`config.mk`:
```
export PLATFORM = sky130hd
export DESIGN_NAME = dac_serial_front
export DESIGN_NICKNAME = d
export VERILOG_FILES = /design/src/rtl/dac_fe_pkg.sv /design/src/rtl/dac_fe_shift.sv /design/src/rtl/dac_fe_chan.sv /design/src/rtl/dac_serial_front.sv
export SDC_FILE = /design/constraint.sdc
export NUM_CORES = 1
export LEC_CHECK = 0
export BUFFER_PORTS_ARGS = -buffer_cell sky130_fd_sc_hd__buf_2
export CORE_MARGIN = 5
export CORE_UTILIZATION = 54
export DETAILED_ROUTE_END_ITERATION = 6
export GPL_TIMING_DRIVEN = 0
export HOLD_SLACK_MARGIN = 0.03
export MAX_ROUTING_LAYER = met4
export PLACE_DENSITY = 0.81
export REMOVE_ABC_BUFFERS = 1
export SYNTH_ARGS = -nofsm -noshare
export SYNTH_HDL_FRONTEND = slang
export SYNTH_HIERARCHICAL = 1
export SYNTH_SLANG_ARGS = --single-unit
```
`constraint.sdc`:
```
create_clock -name clk -period 2.9 [get_ports clk]
set_input_delay 0.145 -clock clk [delete_from_list [all_inputs] [get_ports clk]]
set_output_delay 0.145 -clock clk [all_outputs]
set_load 0.05 [all_outputs]
```
`src/rtl/dac_fe_pkg.sv`:
```
// Shared constants and types for the dual-channel DAC front end.
// Assumes: nothing beyond IEEE 1800-2017.
package dac_fe_pkg;
    localparam int DEF_CODE_W = 12;
    localparam int N_CH       = 2;
    typedef enum logic [0:0] { CH_A = 1'b0, CH_B = 1'b1 } ch_e;
endpackage

```
`src/rtl/dac_fe_shift.sv`:
```
// Serial input stage: detects rises of the serial clock and shifts data
// in MSB first while chip select is low.
// Assumes: cs_n, sclk and sdi are already synchronous to clk.
module dac_fe_shift #(
    parameter int W = 12
) (
    input  logic         clk,
    input  logic         rst_n,
    input  logic         cs_n,
    input  logic         sclk,
    input  logic         sdi,
    output logic [W-1:0] word
);
    logic sclk_q;
    logic rise;

    // Serial-clock rise seen on this clk edge
    always_comb rise = sclk & ~sclk_q;

    // Previous serial clock level, for edge detection
    always_ff @(posedge clk) begin
        if (!rst_n) sclk_q <= 1'b0;
        else        sclk_q <= sclk;
    end

    // Shift register: advance one bit per qualified rise
    always_ff @(posedge clk) begin
        if (!rst_n)              word <= '0;
        else if (rise && !cs_n)  word <= {word[W-2:0], sdi};
    end
endmodule

```
`src/rtl/dac_fe_chan.sv`:
```
// One channel register: follows the shift word while its strobe is low,
// holds otherwise, and takes the preset code while preset is low.
// Assumes: ld_n, preset_n and preset_mid are synchronous to clk.
module dac_fe_chan #(
    parameter int W = 12
) (
    input  logic         clk,
    input  logic         rst_n,
    input  logic         preset_n,
    input  logic         preset_mid,
    input  logic         ld_n,
    input  logic [W-1:0] din,
    output logic [W-1:0] code
);
    localparam logic [W-1:0] HALF = {1'b1, {(W-1){1'b0}}};
    logic [W-1:0] preset_val;

    // Preset value picked by the select pin
    always_comb preset_val = preset_mid ? HALF : '0;

    // Channel register: preset first, then transparent load, else hold
    always_ff @(posedge clk) begin
        if (!rst_n)         code <= '0;
        else if (!preset_n) code <= preset_val;
        else if (!ld_n)     code <= din;
    end
endmodule

```
`src/rtl/dac_serial_front.sv`:
```
// Top of the dual-channel DAC front end: one serial shift stage feeding
// two channel registers, plus a registered shutdown flag.
// Assumes: all inputs are synchronous to clk (synchronisers sit outside).
module dac_serial_front #(
    parameter int CODE_W = dac_fe_pkg::DEF_CODE_W
) (
    input  logic              clk,
    input  logic              rst_n,
    input  logic              cs_n,
    input  logic              sclk,
    input  logic              sdi,
    input  logic              ld_a_n,
    input  logic              ld_b_n,
    input  logic              preset_n,
    input  logic              preset_mid,
    input  logic              shdn_n,
    output logic [CODE_W-1:0] code_a,
    output logic [CODE_W-1:0] code_b,
    output logic              shutdown
);
    import dac_fe_pkg::*;

    logic [CODE_W-1:0] shift_word;
    logic [N_CH-1:0]   ld_n_vec;
    logic [CODE_W-1:0] codes [N_CH];

    // Gather strobes into a vector indexed by channel
    always_comb begin
        ld_n_vec[CH_A] = ld_a_n;
        ld_n_vec[CH_B] = ld_b_n;
    end

    dac_fe_shift #(.W(CODE_W)) u_shift (
        .clk   (clk),
        .rst_n (rst_n),
        .cs_n  (cs_n),
        .sclk  (sclk),
        .sdi   (sdi),
        .word  (shift_word)
    );

    for (genvar c = 0; c < N_CH; c++) begin : g_ch
        dac_fe_chan #(.W(CODE_W)) u_chan (
            .clk        (clk),
            .rst_n      (rst_n),
            .preset_n   (preset_n),
            .preset_mid (preset_mid),
            .ld_n       (ld_n_vec[c]),
            .din        (shift_word),
            .code       (codes[c])
        );
    end

    // Drive the per-channel output ports
    always_comb begin
        code_a = codes[CH_A];
        code_b = codes[CH_B];
    end

    // Shutdown flag register
    always_ff @(posedge clk) begin
        if (!rst_n) shutdown <= 1'b0;
        else        shutdown <= ~shdn_n;
    end
endmodule

```
Word level (Yosys, flattened, before mapping)

Cells that the tools add are included.

Register bits after elaboration: 38
Input bits: 10
Output and inout bits: 25
Word-level logic and storage cells: 17

Equality and inequality tests: 2
Muxes and demuxes: 5
Bitwise logic cells: 3
Reduce and logical (&&, ||, !) cells: 2

Operators with widths:

| operator                                     | number |
|---|---|
| two-way mux 12 bit                           | 5 |
| inequality test 2 bit, second input constant | 2 |
| inverter 1 bit                               | 2 |
| bitwise AND 1 bit                            | 1 |
| logical AND 1 bit                            | 1 |
| zero test 1 bit                              | 1 |

Depth between registers and ports, before layout

Gate-level depths: netlist of the first run.

Depth after elaboration: 3
Mapped depth: 3
Depth with buffers taken out: 2

Cells and area by module

Netlist of the first run, hierarchy kept.

By module, submodules not included:

| module           | instances | cells each | area an instance (µm²) | seq. area each (µm²) |
|---|---|---|---|---|
| dac_fe_chan      | 2         | 40         | 430.4                  | 240.2 |
| dac_fe_shift     | 1         | 42         | 474.2                  | 260.2 |
| dac_serial_front | 1         | 2          | 33.8                   | 20.0 |

Least setup slack after synthesis of the first run

No wires, ideal clock.

Path kind: reg-to-reg
Start point: register u_shift.sclk_q
End point: register u_shift.word[0]
Library setup time: 72 ps
Data arrival time: 918 ps
Required time: 2,828 ps
Slack: 1,911 ps
Stages on the path, launching flop included: 4
Buffers on the path: 1
Period minus slack after synthesis: 989 ps
Cells stage by stage: dfxtp_1 -> nor3b_4 -> buf_8 -> mux2i_1

Cells in the longest elaborated chain, start to end: 3

Ends and longest elaborated chain:

| element                  | line               | text |
|---|---|---|
| start: declaration       | dac_fe_shift.sv:14 | `logic sclk_q;` |
| start signal: assignment | dac_fe_shift.sv:23 | `else sclk_q <= sclk;` |
| inverter 1 bit           | dac_fe_shift.sv:18 | `always_comb rise = sclk & ~sclk_q;` |
| bitwise AND 1 bit        | dac_fe_shift.sv:18 |  |
| logical AND 1 bit        | dac_fe_shift.sv:29 | `else if (rise && !cs_n) word <= {word[W-2:0], sdi};` |
| end signal: assignment   | dac_fe_shift.sv:29 |  |
| end: declaration         | dac_fe_shift.sv:12 | `output logic [W-1:0] word` |

Every way passes these cells.
A chain may end at the register's enable or synchronous reset.

Final worst setup path of the first run

Start point: input sclk
End point: register u_shift.word[7]

Cells in the longest elaborated chain, start to end: 2

Ends and longest elaborated chain:

| element            | line                   | text |
|---|---|---|
| start: declaration | dac_serial_front.sv:10 | `input logic sclk,` |
| bitwise AND 1 bit  | dac_fe_shift.sv:18     |  |
| logical AND 1 bit  | dac_fe_shift.sv:29     |  |

Every way passes these cells.

==> results of run 1 <==
sequential cells by signal, summed over array words and instances (netlist names):
name,cells
g_ch.u_chan/code,24
u_shift/word,12
shutdown,1
u_shift/sclk_q,1
cell usage in the layout, fill, tap and decap left out, drive strengths merged:
cell type,Yosys,routed
nand2,15,15
mux2i,36,36
buf,4,34
and2,1,1
dfxtp,38,38
dlygate4sd3,0,2
nor3b,1,1
nor2,22,22
nor2b,1,1
o21ai,2,2
a21oi,2,2
clkbuf,2,6
through the flow:
stage | power, W | cells | util [%] | cell area (sq um)
finish | 0.000848 | 190 | 65.1 | 1600
global route | 0.000887 | 190 | 65.1 | 1600
CTS | 0.000860 | 190 | 65.1 | 1600
detailed placement | 0.000600 | 182 | 62.2 | 1530
global placement | 0.000598 | 182 | 62.2 | 1530
floorplan | 0.000573 | 118 | - | 1320
cell type report:
cell class | instances | area [sq um]
timing repair buffer | 36 | 190
sequential | 38 | 761
multi-input combinational | 80 | 558
fill | 204 | 857
clock buffer | 6 | 51.3
tap | 30 | 37.5
final timing paths:
kind,startpoint,endpoint,slack (ps),cells past startpoint
max,sclk,u_shift/word[7]$_SDFFE_PN0P_,1450,4
min,preset_n,g_ch[0].u_chan/code[11]$_SDFFE_PN0P_,50,2
max reg2reg,u_shift/sclk_q$_SDFF_PN0_,u_shift/word[7]$_SDFFE_PN0P_,1540,2
min reg2reg,u_shift/word[11]$_SDFFE_PN0P_,u_shift/word[11]$_SDFFE_PN0P_,490,2
worst max-delay path, delay by kind of cell:
kind,cells,cell delay (ps)
AND/OR/NAND/NOR,1,660
buffers and inverters,2,620
multiplexers,1,270
cell families after synthesis:
logic type / share of synthesized area [%]
AOI/OAI and AO/OA: 1.46
buffers and inverters: 3.66
DFF: 55.6
muxes: 26.3
and+or+nand+nor: 13.0
Yosys cell counts:
cell type | n | area (sq um)
a21oi_1 | 2 | 10.0
and2_1 | 1 | 6.26
buf_2 | 1 | 5.00
buf_6 | 2 | 22.5
buf_8 | 1 | 15.0
clkbuf_1 | 2 | 7.51
dfxtp_1 | 38 | 761
mux2i_1 | 36 | 360
nand2_1 | 15 | 56.3
nor2_1 | 22 | 82.6
nor2b_4 | 1 | 13.8
nor3b_4 | 1 | 18.8
o21ai_0 | 2 | 10.0
power by group:
| group | internal [W] | total (W) | switching, W |
|---|---|---|---|
| combinational | 0.0000227 | 0.0000612 | 0.0000385 |
| clock | 0.000109 | 0.000258 | 0.000149 |
| sequential | 0.000526 | 0.000529 | 0.00000262 |
| total | 0.000658 | 0.000848 | 0.000190 |
repair_timing:
item	CTS	global route
endpoints found under the hold margin	2	0
hold buffers	2	0
setup endpoints to repair	0	0
metal layers:
layer | track usage, % | up-vias | part of all wire (%)
li1 | - | 486 | -
met1 | 18.7 | 453 | 44
met2 | 27.2 | 32 | 48
met3 | 4.47 | 5 | 6.4
met4 | 7.59 | 0 | 1.6
met5 | - | - | 0
==> results.py, run 1 <==
metrics = {
    "place": {
        "portBuffers": 34,
        "dp_slack_ps": 1590,
        "gp_congestion": 0.692,
        "dp_hpwl_um": 1810,
    },
    "power": {
        "p_leak_nw": 0.742,
        "power_density_nw_per_um2": 531,
        "peakVddDrop_mv": 0.427,
    },
    "die": {
        "io_pins": 35,
        "die_x_um": 60.3,
        "rows": 18,
        "start_util_pct": 55.8,
        "die_area_sq_um": 3640,
        "die_y_um": 60.3,
        "core-area_sq_um": 2450,
    },
    "route": {
        "vias_per_cell": 5.14,
        "drc_errors": 0,
        "first_iter_violations": 20,
        "wirelength_um": 2610,
        "drt_pass1_iterations": 4,
        "wl_per_cell_um": 13.8,
        "vias": 976,
        "ant_nets": 0,
    },
    "setup_path": {
        "slowest_delay_ps": 660,
        "startpoint_type": "input pin",
        "critical_path_required_ps": 3150,
        "end_kind": "flip-flop",
        "critPathKind": "input pin to flip-flop",
        "cpMaxStageDelayCell": "nor3b_4",
        "crit_path_cell_trace": "dlygate4sd3_1, buf_2, nor3b_4, mux2i_1",
        "crit_arrival_ps": 1700,
        "crit_fanout": 12,
    },
    "clock_tree": {
        "clk_latency_ps": 320,
        "clk_path_buf_depth": 2,
        "cts_tree": "built",
        "clkTransAtPathRegs_ps": 90,
        "cts_buffers": 5,
        "clock_sinks": 38,
        "cts_setup_buffers": 0,
        "post_cts_resized": 0,
        "root_buffer": "clkbuf_4",
        "ctsHtreeMaxLevel": 2,
    },
    "sta": {
        "skew_ps": 6.08,
        "setup_ws_ps": 1450,
        "layout_min_cycle_time_ps": 1450,
        "hold_ws_ps": 49.6,
        "tightest_slew_ps": 788,
        "grt_setup_unrepaired": "no",
        "maxSlewHeadroom_pct": 47.4,
        "drv_slew": 0,
        "fmax_mhz": 691,
        "setup-tns-final_ps": 0,
        "period_share_pct": 49.9,
        "finalSetupViolCount": 0,
        "hold_viol_final": 0,
    },
    "synthesis": {
        "syn_area_sq_um": 1370,
        "seq_area_frac_synth_pct": 55.6,
        "synth_area_per_cell_sq_um": 11.0,
        "ys_types": 13,
        "ys_seq_elements": 38,
        "synth_warnings": 6,
        "syn_inst": 124,
    },
    "layout": {
        "area_growth_pct": 16.7,
        "layout-drive-gt1-share_pct": 26.3,
        "num_antenna_cells": 0,
        "layout.nets": 171,
    },
    "status": {
        "status": "finished clean",
    },
    "global_route": {
        "antenna_found_initial": 0,
        "grt_max_degree": 20,
        "grt_first_pass_wirelength_um": 4240,
        "overflow": 0,
        "grt_pass1_vias": 993,
        "grt_usage_pct": 16.5,
    },
    "run": {
        "max_cap_viol_count": 0,
    },
    "worst_hold_path": {
        "hp-class": "input pin to flip-flop",
    },
}
(Power assumes the default switching activity.)
==> run 2: changes to the inputs <==
- ABC_AREA: default -> 1
- CORE_UTILIZATION: 54 -> 47
- PLACE_DENSITY: 0.81 -> 0.74
- clock period: 2.9 -> 1.3 ns (I/O delays scaled with it)
==> run 2 against run 1 <==
Register-to-register slack worse by 1400 ps. Clock skew increased by 7.3 ps. Sequential share of layout area is 4.0 points lower. Largest cell class unchanged.
==> results.py, run 2 <==
metrics = {
    "setup_path": {
        "r2r_start": "u_shift/sclk_q$_SDFF_PN0_",
        "crit_arrival_ps": 1430,
        "reg2reg_depth": 5,
        "critical_path_required_ps": 1580,
        "startpoint_type": "input pin",
        "critPathKind": "input pin to flip-flop",
        "r2r_setup_slack_ps": 180,
        "crit_fanout": 24,
        "reg2reg_to": "u_shift/word[11]$_SDFFE_PN0P_",
        "end_kind": "flip-flop",
    },
    "sta": {
        "layout_min_cycle_time_ps": 1150,
        "hold_viol_final": 0,
        "finalSetupViolCount": 0,
        "fmax_mhz": 872,
        "maxSlewHeadroom_pct": 66.5,
        "grt_setup_unrepaired": "no",
        "hold_ws_ps": 83.8,
        "skew_ps": 13.4,
        "setup_ws_ps": 153,
        "tightest_slew_ps": 502,
        "drv_slew": 0,
        "setup-tns-final_ps": 0,
        "period_share_pct": 88.3,
    },
    "synthesis": {
        "synth_area_per_cell_sq_um": 7.26,
        "netlist_top_cells_area": "dfxtp_1 51%, nand2_1 19%, a21oi_1 7.4%, inv_1 6.1%, nor2_1 6.1%",
        "yosys-top-cells-count": "73 x nand2_1, 38 x dfxtp_1, 24 x inv_1, 24 x nor2_1, 22 x a21oi_1",
        "ys_seq_elements": 38,
        "syn_inst": 204,
        "synth_largest_area_cell": "dfxtp_1",
        "syn_area_sq_um": 1480,
        "seq_area_frac_synth_pct": 51.4,
        "synth_top_area_share_pct": 51.4,
        "synth_warnings": 6,
        "yosysMostFrequentCell": "nand2_1",
        "async_reset_ff_share_pct": 0,
        "synth-main-ff-cell": "dfxtp_1",
        "synth_enable_flop_cells": 0,
        "ys_types": 14,
    },
    "layout": {
        "num_antenna_cells": 0,
        "layout-drive-gt1-share_pct": 19.9,
        "area_growth_pct": 17.8,
        "multi_input_area_sq_um": 546,
        "largest_register": "g_ch.u_chan/code",
        "final_core_util_pct": 57.6,
        "fillCellCount": 310,
        "layout_common_cells": "73 x nand2_1, 38 x dfxtp_1, 34 x buf_2",
        "final-seq-area_sq_um": 761,
        "reg_top3": "g_ch.u_chan/code (24), u_shift/word (12)",
        "largest_reg_flops": 24,
        "final_common_cell": "nand2_1",
        "layout.nets": 250,
    },
    "route": {
        "vias_per_cell": 4.47,
        "ant_nets": 0,
        "wirelength_um": 2970,
        "drt_pass1_iterations": 4,
        "wl_per_cell_um": 10.4,
        "first_iter_violations": 90,
        "drc_errors": 0,
        "vias": 1275,
    },
    "place": {
        "gp_congestion": 0.691,
        "portBuffers": 34,
        "dp_hpwl_um": 1940,
        "dp_slack_ps": 222,
    },
    "global_route": {
        "grt_usage_pct": 15.3,
        "antenna_found_initial": 0,
        "grt_pass1_vias": 1106,
        "overflow": 0,
        "grt_max_degree": 25,
        "grt_first_pass_wirelength_um": 4890,
    },
    "worst_hold_path": {
        "hp-class": "input pin to flip-flop",
        "min_to": "g_ch[1].u_chan/code[11]$_SDFFE_PN0P_",
        "hold_depth": 3,
        "hp-start": "rst_n",
    },
    "power": {
        "p_total_w": 0.00225,
        "power_density_nw_per_um2": 1290,
        "p_leak_nw": 0.879,
        "peakVddDrop_mv": 0.699,
    },
    "die": {
        "rows": 20,
        "io_pins": 35,
        "die_area_sq_um": 4370,
        "die_y_um": 66.1,
        "core-area_sq_um": 3030,
        "start_util_pct": 48.9,
        "die_x_um": 66.1,
    },
    "clock_tree": {
        "clk_latency_ps": 350,
        "clock_sinks": 38,
        "cts_buffers": 5,
        "ctsHtreeMaxLevel": 2,
        "clkTransAtPathRegs_ps": 110,
        "root_buffer": "clkbuf_4",
        "cts_tree": "built",
        "clk_path_buf_depth": 2,
        "post_cts_resized": 0,
    },
    "status": {
        "status": "finished clean",
    },
    "run": {
        "max_cap_viol_count": 0,
    },
}
run 2: cell types whose count changed in the layout (fill, tap and decap cells not counted), moves of 2 or more:
cell	delta
nand2_1	+58
inv_1	+24
mux2i_1	-36
nor2_1	+2
nor2_2	+3
inv_2	+2
a21oi_1	+20
nand2_2	+2
nand3_1	+6
dlygate4sd3_1	+2
o21ai_0	-2
clkbuf_1	+2
run 2: how the worst max path moves through the flow:
stage | start | end | slack, ps | depth (start not counted)
finish | sclk | u_shift/word[11]$_SDFFE_PN0P_ | 150 | 6
global route | sclk | u_shift/word[11]$_SDFFE_PN0P_ | 40 | 6
CTS | u_shift/sclk_q$_SDFF_PN0_ | u_shift/word[11]$_SDFFE_PN0P_ | 160 | 5
detailed placement | u_shift/sclk_q$_SDFF_PN0_ | u_shift/word[7]$_SDFFE_PN0P_ | 220 | 4
global placement | u_shift/sclk_q$_SDFF_PN0_ | u_shift/word[7]$_SDFFE_PN0P_ | 250 | 4
floorplan | g_ch[0].u_chan/code[11]$_SDFFE_PN0P_ | g_ch[0].u_chan/code[11]$_SDFFE_PN0P_ | 340 | 4
run 2: kinds of logic (layout without fill, tap and decap cells):
family          Yosys count  count (layout)  synth area share (%)
simple gates            109             109                  29.4
flops                    38              38                  51.4
buf+inv                  35              72                  11.8
compound gates           22              22                  7.44
run 2: area by class of cell:
cell class / count / share of cell area (%)
clock buffers: 7 / 2.58
clock inverters: 1 / 1.72
inverters: 26 / 5.60
multi-input cells: 131 / 31.3
flip-flops and latches: 38 / 43.6
well taps: 44 / 3.16
repair buffers: 38 / 12.1
run 2: per-layer routing:
metal | vias up | part of all wire [%] | global-route usage (%)
met5 | - | 0 | -
met4 | 0 | 2.8 | 9.90
li1 | 681 | - | -
met2 | 27 | 48 | 24.3
met3 | 8 | 4.2 | 3.74
met1 | 559 | 45 | 17.2
run 2: through the flow:
step                      std cells  area, sq um
final                           285         1740
after global routing            285         1740
after CTS                       285         1740
after detailed placement        273         1630
after global placement          273         1630
after floorplan                 195         1400
run 2: timing repair:
action                                 in CTS  in global routing
setup endpoints to repair                   0                  0
hold buffers                                4                  0
setup buffers                               0                  0
endpoints found under the hold margin       4                  0
run 2: worst max-delay path, stage by stage:
cell and delay [ps]:
dlygate4sd3_1 530, buf_2 120, nand3_2 360, nand2_1 200
nand2_1 80, nor2_1 80
run 2: power by group:
| part | total, W | switching (W) | internal, W |
|---|---|---|---|
| Clock | 0.000775 | 0.000368 | 0.000408 |
| Sequential | 0.00123 | 0.0000302 | 0.00120 |
| Combinational | 0.000238 | 0.000169 | 0.0000686 |
| Total | 0.00225 | 0.000567 | 0.00168 |
==> run 3: changes to the inputs <==
- ABC_AREA: 1 -> default
- CORE_MARGIN: 5 -> 3
- CORE_UTILIZATION: 47 -> 50
- PLACE_DENSITY: 0.74 -> 0.76
- clock period: 1.3 -> 1.1 ns (I/O delays scaled with it)
==> run 3 against run 2 <==
Final cell count down 31%. Global-route usage up 2.2 points. First-iteration DRC count down 62%. Clock power down 5.5%. Design area down 5.3%. Critical path depth down 5. Sequential share of layout area up 2.4 points. Sequential power up 13%. Combinational power down 27%. Non-clock buffer count up 3.
==> results.py, run 3 (synthesis results as in run 1) <==
metrics = {
    "status": {
        "status": "finished clean",
    },
    "layout": {
        "reg_top3": "g_ch.u_chan/code (24), u_shift/word (12)",
        "layout.nets": 176,
        "largest_reg_flops": 24,
        "final_common_cell": "dfxtp_1",
        "layout-drive-gt1-share_pct": 26.9,
        "fillCellCount": 208,
        "largest_register": "g_ch.u_chan/code",
        "num_antenna_cells": 0,
        "area_growth_pct": 20.7,
        "final_core_util_pct": 64.9,
        "layout_common_cells": "38 x dfxtp_1, 36 x mux2i_1, 34 x buf_2",
        "finalNonFillerCells": 197,
    },
    "place": {
        "dp_hpwl_um": 1760,
        "portBuffers": 34,
        "gp_congestion": 0.685,
        "dp_cells": 182,
    },
    "clock_tree": {
        "clkTransAtPathRegs_ps": 110,
        "ctsHtreeMaxLevel": 2,
        "clk_latency_ps": 340,
        "clk_path_buf_depth": 2,
        "cts_buffers": 5,
        "root_buffer": "clkbuf_4",
        "clock_sinks": 38,
        "cts_tree": "built",
    },
    "die": {
        "die_x_um": 58.3,
        "die_area_sq_um": 3400,
        "die_y_um": 58.3,
        "rows": 18,
        "core-area_sq_um": 2540,
        "start_util_pct": 53.8,
        "io_pins": 35,
    },
    "run": {
        "max_cap_viol_count": 0,
    },
    "setup_path": {
        "startpoint_type": "flip-flop",
        "reg2reg_depth": 3,
        "crit_cells": 1,
        "slowest_delay_ps": 360,
        "cp_top_family": "flip-flops",
        "end_kind": "output pin",
        "path_buf_inv": 1,
        "critPathKind": "flip-flop to output pin",
        "cpMaxStageDelayCell": "dfxtp_1",
        "crit_arrival_ps": 970,
        "crit_path_cell_trace": "buf_2",
        "critical_path_required_ps": 1040,
        "crit_fanout": 2,
    },
    "worst_hold_path": {
        "hp-class": "input pin to flip-flop",
        "hold_depth": 3,
    },
    "sta": {
        "layout_min_cycle_time_ps": 1020,
        "hold_viol_final": 0,
        "tightest_slew_ps": 442,
        "period_share_pct": 93.0,
        "grt_setup_unrepaired": "no",
        "setup-tns-final_ps": 0,
        "drv_slew": 0,
        "skew_ps": 9.35,
        "maxSlewHeadroom_pct": 70.5,
        "finalSetupViolCount": 0,
        "fmax_mhz": 977,
    },
    "route": {
        "drt_pass1_iterations": 4,
        "vias_per_cell": 4.97,
        "wirelength_um": 2570,
        "wl_per_cell_um": 13.0,
        "vias": 980,
        "first_iter_violations": 34,
        "drc_errors": 0,
        "ant_nets": 0,
    },
    "global_route": {
        "grt_pass1_vias": 975,
        "antenna_found_initial": 0,
        "grt_max_degree": 20,
        "grt_first_pass_wirelength_um": 4330,
        "grt_usage_pct": 17.6,
        "overflow": 0,
    },
    "power": {
        "p_leak_nw": 0.771,
        "power_density_nw_per_um2": 1390,
        "peakVddDrop_mv": 1.35,
    },
}
==> run 3: area by class of cell <==
| type | count | area (sq um) | area share, % |
|---|---|---|---|
| flip-flops and latches | 38 | 761 | 46.1 |
| multi-input cells | 80 | 558 | 33.8 |
| repair buffers | 41 | 235 | 14.2 |
| clock buffers | 7 | 55.1 | 3.33 |
| well taps | 30 | 37.5 | 2.27 |
| clock inverters | 1 | 5.00 | 0.303 |
==> run 3: repair_timing <==
action	4_1_cts	5_1_grt
resized for setup	0	0
endpoints found under the setup margin	12	0
hold endpoints to repair	5	0
setup buffers	2	0
hold buffers	5	0
==> run 3: metal layers <==
layer / GRT usage, % / part of all wire, %
met1: 19.9 / 44
met2: 28.5 / 48
met3: 4.61 / 7.1
met4: 8.94 / 1.6
met5: - / 0
==> run 3: path summary, 6_finish.rpt <==
check | from | end | slack [ps]
setup / recovery | g_ch[1].u_chan/code[10]$_SDFFE_PN0P_ | code_b[10] | 80
hold reg to reg | g_ch[0].u_chan/code[4]$_SDFFE_PN0P_ | g_ch[0].u_chan/code[4]$_SDFFE_PN0P_ | 500
hold / removal | rst_n | g_ch[1].u_chan/code[11]$_SDFFE_PN0P_ | 100
setup reg to reg | u_shift/sclk_q$_SDFF_PN0_ | u_shift/word[7]$_SDFFE_PN0P_ | 100
==> run 3: per-stage QoR <==
stage / total power, W / setup slack (ps) / cell area, sq um / hold WS (ps)
global route: 0.00239 / 35.3 / 1650 / 114
floorplan: 0.00151 / -64.0 / 1320 / 119
global placement: 0.00158 / -175 / 1530 / 240
finish: 0.00230 / 77.0 / 1650 / 104
detailed placement: 0.00158 / -246 / 1530 / 243
CTS: 0.00232 / 67.6 / 1650 / 95.4
==> run 3: report_power, final <==
group	internal (W)	total, W	switching, W
registers	0.00139	0.00139	0.00000646
logic	0.0000706	0.000174	0.000103
clock network	0.000310	0.000732	0.000422
total	0.00177	0.00230	0.000531
